## config.mk

```make
export PLATFORM = sky130hd
export DESIGN_NAME = rx_polarity_fix
export DESIGN_NICKNAME = d
export VERILOG_FILES = /design/src/rtl/rxpol_pkg.sv /design/src/rtl/rxpol_nlp_run.sv /design/src/rtl/rxpol_ctrl.sv /design/src/rtl/rxpol_invert.sv /design/src/rtl/rx_polarity_fix.sv
export SDC_FILE = /design/constraint.sdc
export NUM_CORES = 1
export LEC_CHECK = 0
export ABC_AREA = 1
export BUFFER_PORTS_ARGS = -buffer_cell sky130_fd_sc_hd__buf_2
export CORE_AREA = 2 2 39 41
export CTS_CLUSTER_SIZE = 16
export DETAILED_ROUTE_END_ITERATION = 12
export DIE_AREA = 0 0 41 43
export PLACE_DENSITY_LB_ADDON = 0.08
export SLEW_MARGIN = 30
export SYNTH_ARGS = -nofsm -noshare
export SYNTH_HDL_FRONTEND = slang
export SYNTH_SLANG_ARGS = --single-unit
```

## constraint.sdc

```tcl
create_clock -name clk -period 2.2 [get_ports clk]
set_clock_uncertainty 0.15 [all_clocks]
set_input_delay 0.33 -clock clk [delete_from_list [all_inputs] [get_ports clk]]
set_output_delay 0.33 -clock clk [all_outputs]
set_load 0.05 [all_outputs]
```

## src/rtl/rxpol_pkg.sv

```systemverilog
package rxpol_pkg;
  typedef struct packed {
    logic apol_dis;
    logic rev;
  } rxpol_cfg_t;

  localparam rxpol_cfg_t RXPOL_CFG_RESET = '{apol_dis: 1'b0, rev: 1'b0};
endpackage

```

## src/rtl/rxpol_nlp_run.sv

```systemverilog
// Counts consecutive inverted normal link pulses; flags the run-completing one.
module rxpol_nlp_run #(
  parameter int NLP_RUN = 8,
  localparam int CNT_W = $clog2(NLP_RUN + 1)
) (
  input  logic             clk,
  input  logic             rst_n,
  input  logic             en,
  input  logic             nlp_ok,
  input  logic             nlp_inv,
  output logic             run_hit,
  output logic [CNT_W-1:0] run_cnt
);
  localparam logic [CNT_W-1:0] LAST = CNT_W'(NLP_RUN - 1);

  logic inv_seen;
  assign inv_seen = en && nlp_inv && !nlp_ok;
  assign run_hit  = inv_seen && (run_cnt == LAST);

  always_ff @(posedge clk or negedge rst_n) begin
    if (!rst_n) begin
      run_cnt <= '0;
    end else if (!en || nlp_ok || run_hit) begin
      run_cnt <= '0;
    end else if (inv_seen) begin
      run_cnt <= run_cnt + 1'b1;
    end
  end
endmodule

```

## src/rtl/rxpol_ctrl.sv

```systemverilog
// Holds the disable and reversed-polarity bits; arbitrates auto vs. software.
module rxpol_ctrl
  import rxpol_pkg::*;
(
  input  logic       clk,
  input  logic       rst_n,
  input  logic       link_up,
  input  logic       detect_hit,
  input  logic       cfg_wr,
  input  logic       cfg_wr_apol_dis,
  input  logic       cfg_wr_rev,
  output rxpol_cfg_t cfg
);
  rxpol_cfg_t cfg_n;

  always_comb begin
    cfg_n = cfg;
    if (cfg_wr) cfg_n.apol_dis = cfg_wr_apol_dis;
    if (cfg.apol_dis) begin
      if (cfg_wr) cfg_n.rev = cfg_wr_rev;
    end else if (!link_up) begin
      cfg_n.rev = 1'b0;
    end else if (detect_hit) begin
      cfg_n.rev = 1'b1;
    end
  end

  always_ff @(posedge clk or negedge rst_n) begin
    if (!rst_n) cfg <= RXPOL_CFG_RESET;
    else        cfg <= cfg_n;
  end
endmodule

```

## src/rtl/rxpol_invert.sv

```systemverilog
// Storage-free stream stage that flips every data bit on request.
module rxpol_invert #(
  parameter int DATA_W = 8
) (
  input  logic              flip,
  input  logic              in_valid,
  output logic              in_ready,
  input  logic [DATA_W-1:0] in_data,
  output logic              out_valid,
  input  logic              out_ready,
  output logic [DATA_W-1:0] out_data
);
  assign out_valid = in_valid;
  assign in_ready  = out_ready;

  for (genvar b = 0; b < DATA_W; b++) begin : g_bit
    assign out_data[b] = in_data[b] ^ flip;
  end
endmodule

```

## src/rtl/rx_polarity_fix.sv

```systemverilog
module rx_polarity_fix
  import rxpol_pkg::*;
#(
  parameter int DATA_W  = 8,
  parameter int NLP_RUN = 8
) (
  input  logic              clk,
  input  logic              rst_n,
  input  logic              mode_ok,
  input  logic              link_up,
  input  logic              nlp_ok,
  input  logic              nlp_inv,
  input  logic              flp_burst,
  input  logic              flp_burst_inv,
  input  logic              cfg_wr,
  input  logic              cfg_wr_apol_dis,
  input  logic              cfg_wr_rev,
  output logic              apol_dis,
  output logic              rev_pol,
  input  logic              in_valid,
  output logic              in_ready,
  input  logic [DATA_W-1:0] in_data,
  output logic              out_valid,
  input  logic              out_ready,
  output logic [DATA_W-1:0] out_data
);
  localparam int CNT_W = $clog2(NLP_RUN + 1);

  rxpol_cfg_t       cfg;
  logic             detect_en;
  logic             run_hit;
  logic             burst_hit;
  logic [CNT_W-1:0] nlp_cnt;

  assign detect_en = mode_ok && link_up && !cfg.apol_dis;
  assign burst_hit = detect_en && flp_burst && flp_burst_inv;

  rxpol_nlp_run #(.NLP_RUN(NLP_RUN)) run_i (
    .clk     (clk),
    .rst_n   (rst_n),
    .en      (detect_en),
    .nlp_ok  (nlp_ok),
    .nlp_inv (nlp_inv),
    .run_hit (run_hit),
    .run_cnt (nlp_cnt)
  );

  rxpol_ctrl ctrl_i (
    .clk             (clk),
    .rst_n           (rst_n),
    .link_up         (link_up),
    .detect_hit      (run_hit || burst_hit),
    .cfg_wr          (cfg_wr),
    .cfg_wr_apol_dis (cfg_wr_apol_dis),
    .cfg_wr_rev      (cfg_wr_rev),
    .cfg             (cfg)
  );

  rxpol_invert #(.DATA_W(DATA_W)) inv_i (
    .flip      (cfg.rev),
    .in_valid  (in_valid),
    .in_ready  (in_ready),
    .in_data   (in_data),
    .out_valid (out_valid),
    .out_ready (out_ready),
    .out_data  (out_data)
  );

  assign apol_dis = cfg.apol_dis;
  assign rev_pol  = cfg.rev;
endmodule

```

==> Implementation_results.wiki, run 1 <==
{| class="wikitable"
! Metric !! Value
|-
| Cell with the most instances after synthesis || sky130_fd_sc_hd__nand2_1
|-
| Number of levels in the clock H-tree || 1
|-
| Slew headroom || about 72%
|-
| Hold depth || 3
|-
| Final instance count without filler cells || 107
|-
| Routed via count || 469
|-
| Beginning of the worst register-to-register path || run_i.run_cnt[0]
|-
| Diodes inserted || 0
|-
| Unrepaired setup endpoints after global routing || false
|-
| Reg power frac || 27.1%
|-
| Reg2Reg Depth || 8
|-
| Fraction of final layout cells with drive strength greater than 1 || ~48%
|-
| Leakage dissipation || 0.391 nW
|-
| Met1 global-route usage || roughly 15%
|-
| TritonCTS clock tree || built
|-
| Clk_lat worst skew || 240 ps
|-
| Met3 track demand over resource || 1.57%
|-
| Outcome || complete, no violations
|-
| Final count of hold timing violations || 0
|-
| Top cell type's share of synthesized area || 29.2%
|-
| Critical hold path startpoint || cfg_wr_apol_dis
|-
| Floorplan die height || around 43 um
|-
| Max rail drop VDD || 0.346 mV
|-
| Clock root cell || sky130_fd_sc_hd__clkbuf_4
|-
| Area growth from synthesis to layout || 33.1%
|-
| Mapped Cells || 62
|-
| Net Sw Power || 240 uW
|-
| Worst Tran Pin Value || roughly 410 ps
|-
| Met2 global-route usage || 20.0%
|-
| Period utilization || between 80% and 90%
|-
| Total power density per cell area || between 600 and 700 mW/mm2
|-
| Initial Util || 37.2%
|-
| FFs w/ async S/R, synth || 100%
|-
| Worst Hold End || ctrl_i.cfg[1]
|-
| Wire length of the first global-routing pass || 1.53 mm
|-
| Dpl cells || 103
|-
| Gr ovfl total || 0
|-
| Flop2flop setup slack || 860 ps
|-
| Register clock-pin slew on the reported worst setup and hold paths || ~40 ps
|-
| Number of flops mapped to enable cells by yosys || 0
|-
| RR Endpoint || ctrl_i.cfg[0]
|-
| Yosys cell types || 20
|-
| Grt peak-use layer || met2
|-
| Total negative setup slack || 0 ps
|-
| Total GRT Usage || between 10% and 20%
|-
| Data arrival at the endpoint of the critical path || 1300 ps
|-
| Largest buffer count on any clock path || 2
|-
| Area of the core || 0.00138 mm2
|-
| Final Critical Period || 1780 ps
|-
| Maximum number of pins on one net before global-route repair || 11
|-
| Detailed placer's ending HPWL || 864 um
|-
| Worst Setup Path Type || reg -> out
|-
| Area of the mapped netlist || about 500 um2
|-
| Area of the die || 0.00176 mm2
|-
| Vias in the first global route || roughly 420
|-
| Number of setup violations in the final report || 0
|-
| Number of antenna violations at the first check in global routing || 0
|-
| Endpoint required time on the critical path || 1720 ps
|-
| Post-synth net total || 84
|-
| Top post-synthesis cells by count || 14 x sky130_fd_sc_hd__nand2_1, 9 x sky130_fd_sc_hd__xor2_1, 6 x sky130_fd_sc_hd__dfrtp_1
|-
| Horiz. Die Dim || a little over 40 um
|-
| Startpoint types || flop
|-
| Post-Synthesis Mean Instance Area || 8.29 um2
|-
| Timing-limited maximum frequency || 561 MHz
|-
| TritonCTS Buffers || 3
|-
| Detailed-route wire length per cell || 9.32 um
|-
| Number of warnings reported in the yosys synthesis log || 0
|-
| Register area share after synthesis || 29.2%
|-
| Fill count || 147
|-
| Max_cap viols || 0
|-
| Detailed-route DRC error count || 0
|-
| Number of routed nets with antenna violations || 0
|-
| Via count normalized by instance count || 4.38
|-
| Yosys reg bits || 6
|-
| Placer Congestion || between 0.6 and 0.7
|-
| Initial detailed-routing violation count || 7
|-
| P_int || ~240 uW
|-
| Leading cell types by total area after synthesis || sky130_fd_sc_hd__dfrtp_1 29%, sky130_fd_sc_hd__xor2_1 15%, sky130_fd_sc_hd__nand2_1 10%, sky130_fd_sc_hd__nand3_1 4.9%, sky130_fd_sc_hd__buf_4 4.4%
|-
| Drt first pass iters || 2
|-
| Synth area leader || sky130_fd_sc_hd__dfrtp_1
|-
| Total of cells resized after clock tree synthesis || 0
|-
| Power share of the combinational group || 51.5%
|-
| Hold WC Path Type || in -> reg
|-
| CP Max Fanout || 10
|-
| Type of destination of the critical path || primary output
|-
| Number of clock sinks seen by CTS || 6
|-
| Max-slew violations || 0
|-
| Aggregate routed wire length || 997 um
|-
| Std-Cell Rows || 14
|-
| Clock group share of total power || 21.4%
|-
| Proportion of total power due to net switching || 50.2%
|-
| Input/output buffers || 28
|-
| Final-stage net count || between 100 and 150
|-
| Synth Flop Type || sky130_fd_sc_hd__dfrtp_1
|-
| Count of boundary I/O pins || 33
|}
[layout make-up]
cell class,instances,area [um2],share of cell area (%)
sequential,6,150,21.9
tap,16,20.0,2.93
clock buffer,3,22.5,3.29
timing repair buffer,29,150,21.9
multi-input combinational,44,308,45.0
inverter,9,33.8,4.94
[critical path, stage by stage, from the launching register on]
cell                      delay (ps)
sky130_fd_sc_hd__dfrtp_1         590
sky130_fd_sc_hd__xor2_1          190
sky130_fd_sc_hd__buf_2           280
[state kept, by name (all words and copies together) (netlist names)]
signal,flops
run_i.run_cnt,4
ctrl_i.cfg,2
[power by group through the flow]
stage	registers (mW)	clock network (mW)	logic, mW
after floorplan	0.139	0	0.192
after global placement	0.131	0	0.246
after detailed placement	0.132	0	0.247
after CTS	0.130	0.106	0.249
after global routing	0.132	0.109	0.263
final	0.130	0.102	0.246
[repair_timing]
action                                 4_1_cts  5_1_grt
buffers inserted                             0        0
endpoints found under the hold margin        6        0
hold buffers                                 1        0
[how the worst max path moves through the flow]
stage	startpoint	end	slack (ps)	cells past startpoint
after global routing	ctrl_i.cfg[0]	out_data[5]	340	2
after floorplan	ctrl_i.cfg[0]	out_data[0]	70	2
after global placement	ctrl_i.cfg[0]	out_data[5]	710	2
final	ctrl_i.cfg[0]	out_data[4]	420	2
after detailed placement	ctrl_i.cfg[0]	out_data[4]	670	2
after CTS	ctrl_i.cfg[0]	out_data[4]	400	2
[cells by family after synthesis]
logic type / after synthesis / share of synthesized area, %
AOI/OAI and AO/OA: 5 / 6.33
xor gates and xnor gates: 9 / 15.3
and+or+nand+nor: 29 / 35.8
buffers and inverters: 12 / 10.9
adders and majority gates: 1 / 2.43
DFF: 6 / 29.2
[routing by layer]
metal,vias up,share of wire [%]
li1,249,-
met1,198,42
met2,19,47
met3,3,8.6
met4,0,1.7
met5,-,0
[per-stage QoR]
step | instance area (um2) | power, mW | setup slack, ps | hold WS, ps | util [%]
floorplan | 514 | 0.330 | 69.5 | -116 | -
global placement | 652 | 0.377 | 710 | 11.8 | 47.1
detailed placement | 652 | 0.379 | 669 | 10.8 | 47.1
CTS | 684 | 0.485 | 400 | 150 | 49.5
global route | 684 | 0.503 | 336 | 172 | 49.5
finish | 684 | 0.478 | 418 | 153 | 49.5
[layout by cell type (no fill, tap or decap), drive strengths merged]
cell | netlist | routed
buf | 3 | 28
nand2 | 16 | 16
xor2 | 9 | 9
nand3 | 7 | 7
inv | 7 | 7
dfrtp | 6 | 6
o21ai | 4 | 4
nor2 | 4 | 4
clkbuf | 0 | 3
clkinv | 2 | 2
nor3 | 1 | 1
a21oi | 1 | 1
or2 | 1 | 1
ha | 1 | 1
dlygate4sd3 | 0 | 1
Power figures use the tool's default switching activity.
==> run 2, diff against run 1 <==
--- a/config.mk
+++ b/config.mk
@@ -7,10 +7,10 @@
 export LEC_CHECK = 0
 export ABC_AREA = 1
 export BUFFER_PORTS_ARGS = -buffer_cell sky130_fd_sc_hd__buf_2
-export CORE_AREA = 2 2 39 41
+export CORE_MARGIN = 2
+export CORE_UTILIZATION = 36
 export CTS_CLUSTER_SIZE = 16
 export DETAILED_ROUTE_END_ITERATION = 12
-export DIE_AREA = 0 0 41 43
 export PLACE_DENSITY_LB_ADDON = 0.08
 export SLEW_MARGIN = 30
 export SYNTH_ARGS = -nofsm -noshare
==> constraint.sdc (replaced) <==
create_clock -name clk -period 1.4 [get_ports clk]
set_clock_uncertainty 0.15 [all_clocks]
set_input_delay 0.21 -clock clk [delete_from_list [all_inputs] [get_ports clk]]
set_output_delay 0.21 -clock clk [all_outputs]
set_load 0.05 [all_outputs]
==> Implementation_results.wiki, run 2 (same netlist as run 1, synthesis figures left out) <==
{| class="wikitable"
! Metric !! Value
|-
| Total power density per cell area || 1020 mW/mm2 (was 699 mW/mm2)
|-
| Max_cap viols || 0 (unchanged)
|-
| Final-stage net count || 122 (was 115)
|-
| Largest registers ranked by flip-flop count || run_i.run_cnt: 4 flops, ctrl_i.cfg: 2 flops (unchanged)
|-
| Detailed-route DRC error count || 0 (unchanged)
|-
| Slew headroom || 83.6% (was 72.5%)
|-
| Worst Setup Path Type || reg -> out (unchanged)
|-
| Number of levels in the clock H-tree || 1 (unchanged)
|-
| Number of setup violations in the final report || 8 (was 0)
|-
| Number of flip-flops in the largest register || 4 (unchanged)
|-
| Final count of hold timing violations || 0 (unchanged)
|-
| Leakage dissipation || 0.468 nW (was 0.391 nW)
|-
| TritonCTS Buffers || 3 (unchanged)
|-
| Diodes inserted || 0 (unchanged)
|-
| Final Critical Period || 1520 ps
|-
| Crit path setup slack, layout || -123 ps (was 418 ps)
|-
| Initial detailed-routing violation count || 10 (was 7)
|-
| Vias in the first global route || 500 (was 421)
|-
| Floorplan die height || 41.8 um (was 43 um)
|-
| Clk_lat worst skew || 260 ps (was 240 ps)
|-
| Total GRT Usage || 16.9% (was 12.4%)
|-
| Input/output buffers || 28 (unchanged)
|-
| Flop2flop setup slack || 70 ps (was 860 ps)
|-
| Count of boundary I/O pins || 33 (unchanged)
|-
| Startpoint types || flop (unchanged)
|-
| Max rail drop VDD || 0.529 mV (was 0.346 mV)
|-
| Gr ovfl total || 0 (unchanged)
|-
| Final std cell area, no fill || 981 um2 (was 684 um2)
|-
| Area of the die || 0.00175 mm2 (was 0.00176 mm2)
|-
| Std-Cell Rows || 13 (was 14)
|-
| Fill count || 95 (was 147)
|-
| Detailed placer's ending HPWL || 966 um (was 864 um)
|-
| Hold WC Path Type || in -> reg (unchanged)
|-
| Post-DP Area || 838 um2 (was 652 um2)
|-
| Initial Util || 39.0% (was 37.2%)
|-
| CP Max Fanout || 3 (was 10)
|-
| Max-slew violations || 0 (unchanged)
|-
| Routed via count || 508 (was 469)
|-
| Area of the core || 0.00132 mm2 (was 0.00138 mm2)
|-
| Number of routed nets with antenna violations || 0 (unchanged)
|-
| Horiz. Die Dim || 41.8 um (was 41 um)
|-
| Endpoint required time on the critical path || 1040 ps (was 1720 ps)
|-
| Outcome || finished, violations left (was complete, no violations)
|-
| Number of clock sinks seen by CTS || 6 (unchanged)
|-
| Unrepaired setup endpoints after global routing || true (was false)
|-
| Period utilization || 109%
|-
| Largest Register || run_i.run_cnt (unchanged)
|-
| Largest buffer count on any clock path || 2 (unchanged)
|-
| Wire length of the first global-routing pass || 2.21 mm (was 1.53 mm)
|-
| Worst Tran Pin Value || 248 ps (was 413 ps)
|-
| Drt first pass iters || 4 (was 2)
|-
| Maximum number of pins on one net before global-route repair || 8 (was 11)
|-
| Data arrival at the endpoint of the critical path || 1160 ps (was 1300 ps)
|-
| Detailed-route wire length per cell || 11.0 um (was 9.32 um)
|-
| Failing checks || negative setup slack
|-
| Number of antenna violations at the first check in global routing || 0 (unchanged)
|-
| Aggregate routed wire length || 1.25 mm (was 997 um)
|-
| Leading cell types in the layout, fill and taps excluded || 19 x sky130_fd_sc_hd__buf_2, 12 x sky130_fd_sc_hd__nand2_1, 9 x sky130_fd_sc_hd__buf_6, 8 x sky130_fd_sc_hd__xor2_4 (was 28 x sky130_fd_sc_hd__buf_2, 14 x sky130_fd_sc_hd__nand2_1, 9 x sky130_fd_sc_hd__xor2_1, 6 x sky130_fd_sc_hd__dfrtp_1, 5 x sky130_fd_sc_hd__nand3_1)
|-
| Register clock-pin slew on the reported worst setup and hold paths || 50 ps (was 40 ps)
|-
| Via count normalized by instance count || 4.46 (was 4.38)
|-
| Type of destination of the critical path || primary output (unchanged)
|-
| Fraction of final layout cells with drive strength greater than 1 || 63.6% (was 48.4%)
|-
| Area growth from synthesis to layout || 90.8% (was 33.1%)
|-
| Clock root cell || sky130_fd_sc_hd__clkbuf_4 (unchanged)
|-
| TritonCTS clock tree || built (unchanged)
|-
| Power, Total || 1.00 mW (was 478 uW)
|-
| Timing-limited maximum frequency || 657 MHz
|-
| Placer Congestion || 0.735 (was 0.641)
|-
| Most common cell after layout, fill and taps aside || sky130_fd_sc_hd__buf_2 (unchanged)
|}
## run 2: changes by cell type in the layout (fill, tap and decap cells not counted), moves of 2 or more
cell                      before  now
sky130_fd_sc_hd__dfrtp_1       6    4
sky130_fd_sc_hd__xor2_4        0    8
sky130_fd_sc_hd__buf_2        28   19
sky130_fd_sc_hd__buf_4         0    5
sky130_fd_sc_hd__dfrtp_2       0    2
sky130_fd_sc_hd__nand2_2       0    2
sky130_fd_sc_hd__nand2_1      14   12
sky130_fd_sc_hd__xor2_1        9    1
sky130_fd_sc_hd__buf_6         0    9
## run 2: critical path, cell delays in order, from the launching register on
cell	delay [ps]
sky130_fd_sc_hd__dfrtp_2	430
sky130_fd_sc_hd__buf_4	170
sky130_fd_sc_hd__xor2_4	150
sky130_fd_sc_hd__buf_6	150
## run 2: layout make-up
type	count	area (um2)	area share, %
Clock buffer	4	26.3	2.68
Inverter	9	33.8	3.44
Multi-Input combinational cell	44	475	48.5
Sequential cell	6	153	15.6
Tap cell	15	18.8	1.91
Timing Repair Buffer	36	274	27.9
## run 2: path summary, 6_finish.rpt
| check | from | end | cells after the start |
|---|---|---|---|
| max | ctrl_i.cfg[0] | out_data[4] | 3 |
| min | cfg_wr | ctrl_i.cfg[1] | 3 |
| max reg2reg | run_i.run_cnt[0] | run_i.run_cnt[1] | 7 |
| min reg2reg | run_i.run_cnt[3] | run_i.run_cnt[3] | 2 |
| max in group asynchronous | rst_n | ctrl_i.cfg[1] | 2 |
| min in group asynchronous | rst_n | run_i.run_cnt[0] | 2 |
## run 2: timing repair
| item | in CTS | in global routing |
|---|---|---|
| resized for setup | 18 | 4 |
| setup endpoints to repair | 9 | 11 |
| buffers inserted | 0 | 3 |
| pin swaps | 0 | 2 |
| hold buffers | 2 | 0 |
| hold endpoints to repair | 7 | 0 |
## run 2: metrics by stage
step | TNS, ps | std cells | hold WS (ps) | util [%] | setup slack (ps)
after CTS | -1000 | 111 | 14.3 | 71.4 | -132
final | -927 | 114 | 14.2 | 74.5 | -123
after global routing | -1200 | 114 | 31.5 | 74.5 | -161
after floorplan | -606 | 62 | -236 | - | -75.7
after global placement | 0 | 105 | -103 | 63.6 | 78.4
after detailed placement | 0 | 105 | -107 | 63.6 | 39.1
## run 2: per-layer routing
| layer | wire, um | track usage, % | up-vias |
|---|---|---|---|
| met2 | 614 | 25.3 | 19 |
| met5 | 0 | 0 | - |
| met4 | 33 | 14.2 | 0 |
| met3 | 89 | 3.91 | 3 |
| met1 | 513 | 20.2 | 225 |
| li1 | - | - | 261 |
## run 2: power by group
group | internal (mW) | switching [mW] | total [mW] | leakage [nW]
clock network | 0.109 | 0.0773 | 0.186 | 0.0150
registers | 0.184 | 0.00968 | 0.193 | 0.0779
logic | 0.245 | 0.376 | 0.621 | 0.375
==> run 3, diff against run 2 <==
--- a/config.mk
+++ b/config.mk
@@ -12,6 +12,7 @@
 export CTS_CLUSTER_SIZE = 16
 export DETAILED_ROUTE_END_ITERATION = 12
 export PLACE_DENSITY_LB_ADDON = 0.08
+export SETUP_SLACK_MARGIN = 0.5
 export SLEW_MARGIN = 30
 export SYNTH_ARGS = -nofsm -noshare
 export SYNTH_HDL_FRONTEND = slang
==> Implementation_results.wiki, run 3 (same netlist as run 1, synthesis figures left out) <==
{| class="wikitable"
! Metric !! Value
|-
| Slew headroom || 87.9% (was 83.6%)
|-
| Placer Congestion || 0.715 (was 0.735)
|-
| Total GRT Usage || 20.1% (was 16.9%)
|-
| Input/output buffers || 28 (unchanged)
|-
| Final-stage net count || 121 (was 122)
|-
| Buffering stage count on the worst path with inverters included || 2 (unchanged)
|-
| Final Critical Period || 1520 ps (about the same)
|-
| Post-DP Area || 850 um2 (was 838 um2)
|-
| Crit path setup slack, layout || -120 ps (was -123 ps)
|-
| Type of destination of the critical path || primary output (unchanged)
|-
| Power share of the combinational group || 63.4% (was 62.1%)
|-
| Max-slew violations || 0 (unchanged)
|-
| Horiz. Die Dim || 41.8 um (unchanged)
|-
| Number of routed nets with antenna violations || 0 (unchanged)
|-
| Register clock-pin slew on the reported worst setup and hold paths || 60 ps (was 50 ps)
|-
| P_int || 554 uW (was 537 uW)
|-
| Std-Cell Rows || 13 (unchanged)
|-
| Post-Route Utilization || 79.7% (was 74.5%)
|-
| Wire length of the first global-routing pass || 2.54 mm (was 2.21 mm)
|-
| Initial Util || 39.0% (unchanged)
|-
| Power, Total || 1.02 mW (was 1.00 mW)
|-
| Max rail drop VDD || 0.564 mV (was 0.529 mV)
|-
| Detailed-route wire length per cell || 12.6 um (was 11.0 um)
|-
| Worst Tran Pin Value || 182 ps (was 248 ps)
|-
| Number of antenna violations at the first check in global routing || 0 (unchanged)
|-
| Total power density per cell area || 969 mW/mm2 (was 1020 mW/mm2)
|-
| Area occupied by registers || 153 um2 (unchanged)
|-
| Unrepaired setup endpoints after global routing || true (unchanged)
|-
| Fill count || 97 (was 95)
|-
| Count of boundary I/O pins || 33 (unchanged)
|-
| TritonCTS clock tree || built (unchanged)
|-
| Clock group share of total power || 17.2% (was 18.6%)
|-
| Vias in the first global route || 550 (was 500)
|-
| Clk_lat worst skew || 250 ps (was 260 ps)
|-
| Final count of hold timing violations || 0 (unchanged)
|-
| Largest delay contributor family on the critical path || flip-flops (unchanged)
|-
| Number of setup violations in the final report || 8 (unchanged)
|-
| Detailed-route DRC error count || 0 (unchanged)
|-
| Number of clock sinks seen by CTS || 6 (unchanged)
|-
| Drt first pass iters || 3 (was 4)
|-
| Outcome || finished, violations left (unchanged)
|-
| Reg power frac || 19.3% (about the same)
|-
| Area growth from synthesis to layout || 104% (was 90.8%)
|-
| Number of flip-flops in the largest register || 4 (unchanged)
|-
| Final std cell area, no fill || 0.00105 mm2 (was 981 um2)
|-
| Leakage dissipation || 0.480 nW (was 0.468 nW)
|-
| Max_cap viols || 0 (unchanged)
|-
| Startpoint types || flop (unchanged)
|-
| Worst setup slack before clock tree synthesis || 28.9 ps (was 39.1 ps)
|-
| Cell Chain, Critical Path || buf_12 > xor2_4 > buf_6 (was buf_4 > xor2_4 > buf_6)
|-
| Initial detailed-routing violation count || 4 (was 10)
|-
| Area used by multi-input combinational logic || 523 um2 (was 475 um2)
|-
| Area of the die || 0.00175 mm2 (unchanged)
|-
| Diodes inserted || 0 (unchanged)
|-
| Clock root cell || sky130_fd_sc_hd__clkbuf_4 (unchanged)
|-
| Failing checks || negative setup slack (unchanged)
|-
| CP Max Fanout || 6 (was 3)
|-
| Largest buffer count on any clock path || 2 (unchanged)
|-
| Slowest Stage Delay on Critical Path || 440 ps (was 430 ps)
|-
| Endpoint required time on the critical path || 1040 ps (about the same)
|-
| Crit-path slowest cell || sky130_fd_sc_hd__dfrtp_2 (unchanged)
|-
| Maximum number of pins on one net before global-route repair || 7 (was 8)
|-
| TritonCTS Buffers || 3 (unchanged)
|-
| Largest registers ranked by flip-flop count || run_i.run_cnt: 4 flops, ctrl_i.cfg: 2 flops (unchanged)
|-
| Fraction of final layout cells with drive strength greater than 1 || 76.5% (was 63.6%)
|-
| Aggregate routed wire length || 1.42 mm (was 1.25 mm)
|-
| Largest Register || run_i.run_cnt (unchanged)
|-
| Routed via count || 522 (was 508)
|-
| Floorplan die height || 41.8 um (unchanged)
|-
| Most common cell after layout, fill and taps aside || sky130_fd_sc_hd__buf_2 (unchanged)
|-
| Via count normalized by instance count || 4.62 (was 4.46)
|-
| Proportion of total power due to net switching || 45.5% (was 46.3%)
|-
| Hold WC Path Type || in -> reg (unchanged)
|-
| Detailed placer's ending HPWL || 1.11 mm (was 966 um)
|-
| Area of the core || 0.00132 mm2 (unchanged)
|-
| Total negative setup slack || -880 ps (was -927 ps)
|-
| Leading cell types in the layout, fill and taps excluded || 18 x sky130_fd_sc_hd__buf_2, 11 x sky130_fd_sc_hd__buf_6, 8 x sky130_fd_sc_hd__xor2_4, 8 x sky130_fd_sc_hd__nand2_1, 5 x sky130_fd_sc_hd__nand2_2 (was 19 x sky130_fd_sc_hd__buf_2, 12 x sky130_fd_sc_hd__nand2_1, 9 x sky130_fd_sc_hd__buf_6, 8 x sky130_fd_sc_hd__xor2_4)
|-
| Net Sw Power || 463 uW (about the same)
|-
| Number of levels in the clock H-tree || 1 (unchanged)
|-
| Timing-limited maximum frequency || 658 MHz (was 657 MHz)
|-
| Worst Setup Path Type || reg -> out (unchanged)
|-
| Data arrival at the endpoint of the critical path || 1160 ps (about the same)
|-
| Period utilization || 109% (about the same)
|-
| Gr ovfl total || 0 (unchanged)
|}
[run 3: worst reg2reg max path: stages, from the launching register on]
cell and delay, ps:
sky130_fd_sc_hd__dfrtp_1 390, sky130_fd_sc_hd__ha_4 200, sky130_fd_sc_hd__nand2_4 60, sky130_fd_sc_hd__nor2_4 100
sky130_fd_sc_hd__nand3_2 80, sky130_fd_sc_hd__nand2_2 70, sky130_fd_sc_hd__nand2_2 50, sky130_fd_sc_hd__nand2_1 60
sky130_fd_sc_hd__nand2_1 50
[run 3: path summary, 6_finish.rpt]
path / start / end / slack [ps] / cells past startpoint
setup / recovery: ctrl_i.cfg[0] / out_data[3] / -120 / 3
hold / removal: cfg_wr / ctrl_i.cfg[1] / 40 / 3
setup reg to reg: run_i.run_cnt[0] / ctrl_i.cfg[0] / 100 / 8
hold reg to reg: run_i.run_cnt[3] / run_i.run_cnt[3] / 430 / 2
max in group asynchronous: rst_n / run_i.run_cnt[3] / 770 / 2
min in group asynchronous: rst_n / run_i.run_cnt[2] / 160 / 2
[run 3: through the flow]
stage / hold WS [ps] / std cells
floorplan: -236 / 62
global placement: -105 / 104
detailed placement: -105 / 104
CTS: 15.8 / 112
global route: 37.8 / 113
finish: 38.0 / 113
[run 3: power by group through the flow]
stage / Combinational [mW] / Clock (mW) / Sequential (mW)
6_report: 0.645 / 0.175 / 0.197
3_3_place_gp: 0.536 / 0 / 0.197
4_1_cts: 0.633 / 0.180 / 0.197
5_1_grt: 0.672 / 0.196 / 0.198
2_1_floorplan: 0.397 / 0 / 0.222
3_5_place_dp: 0.545 / 0 / 0.198
[run 3: area by class of cell]
type | count | share of cell area, %
Multi-Input combinational cell | 44 | 49.8
Timing Repair Buffer | 35 | 28.0
Sequential cell | 6 | 14.5
Inverter | 9 | 3.34
Clock buffer | 4 | 2.50
Tap cell | 15 | 1.79
[run 3: per-layer routing]
layer,up-vias,GRT usage [%],part of all wire [%]
met5,-,0,0
met4,0,12.3,1.5
met3,2,3.48,5.3
met2,18,37.2,59
met1,242,20.6,34
li1,260,-,-
[run 3: timing repair]
item,in CTS,in global routing
endpoints found under the setup margin,16,16
hold buffers,1,0
hold endpoints to repair,6,0
pin swaps,8,6
gates cloned,0,0
resized for setup,32,8
setup buffers,3,1
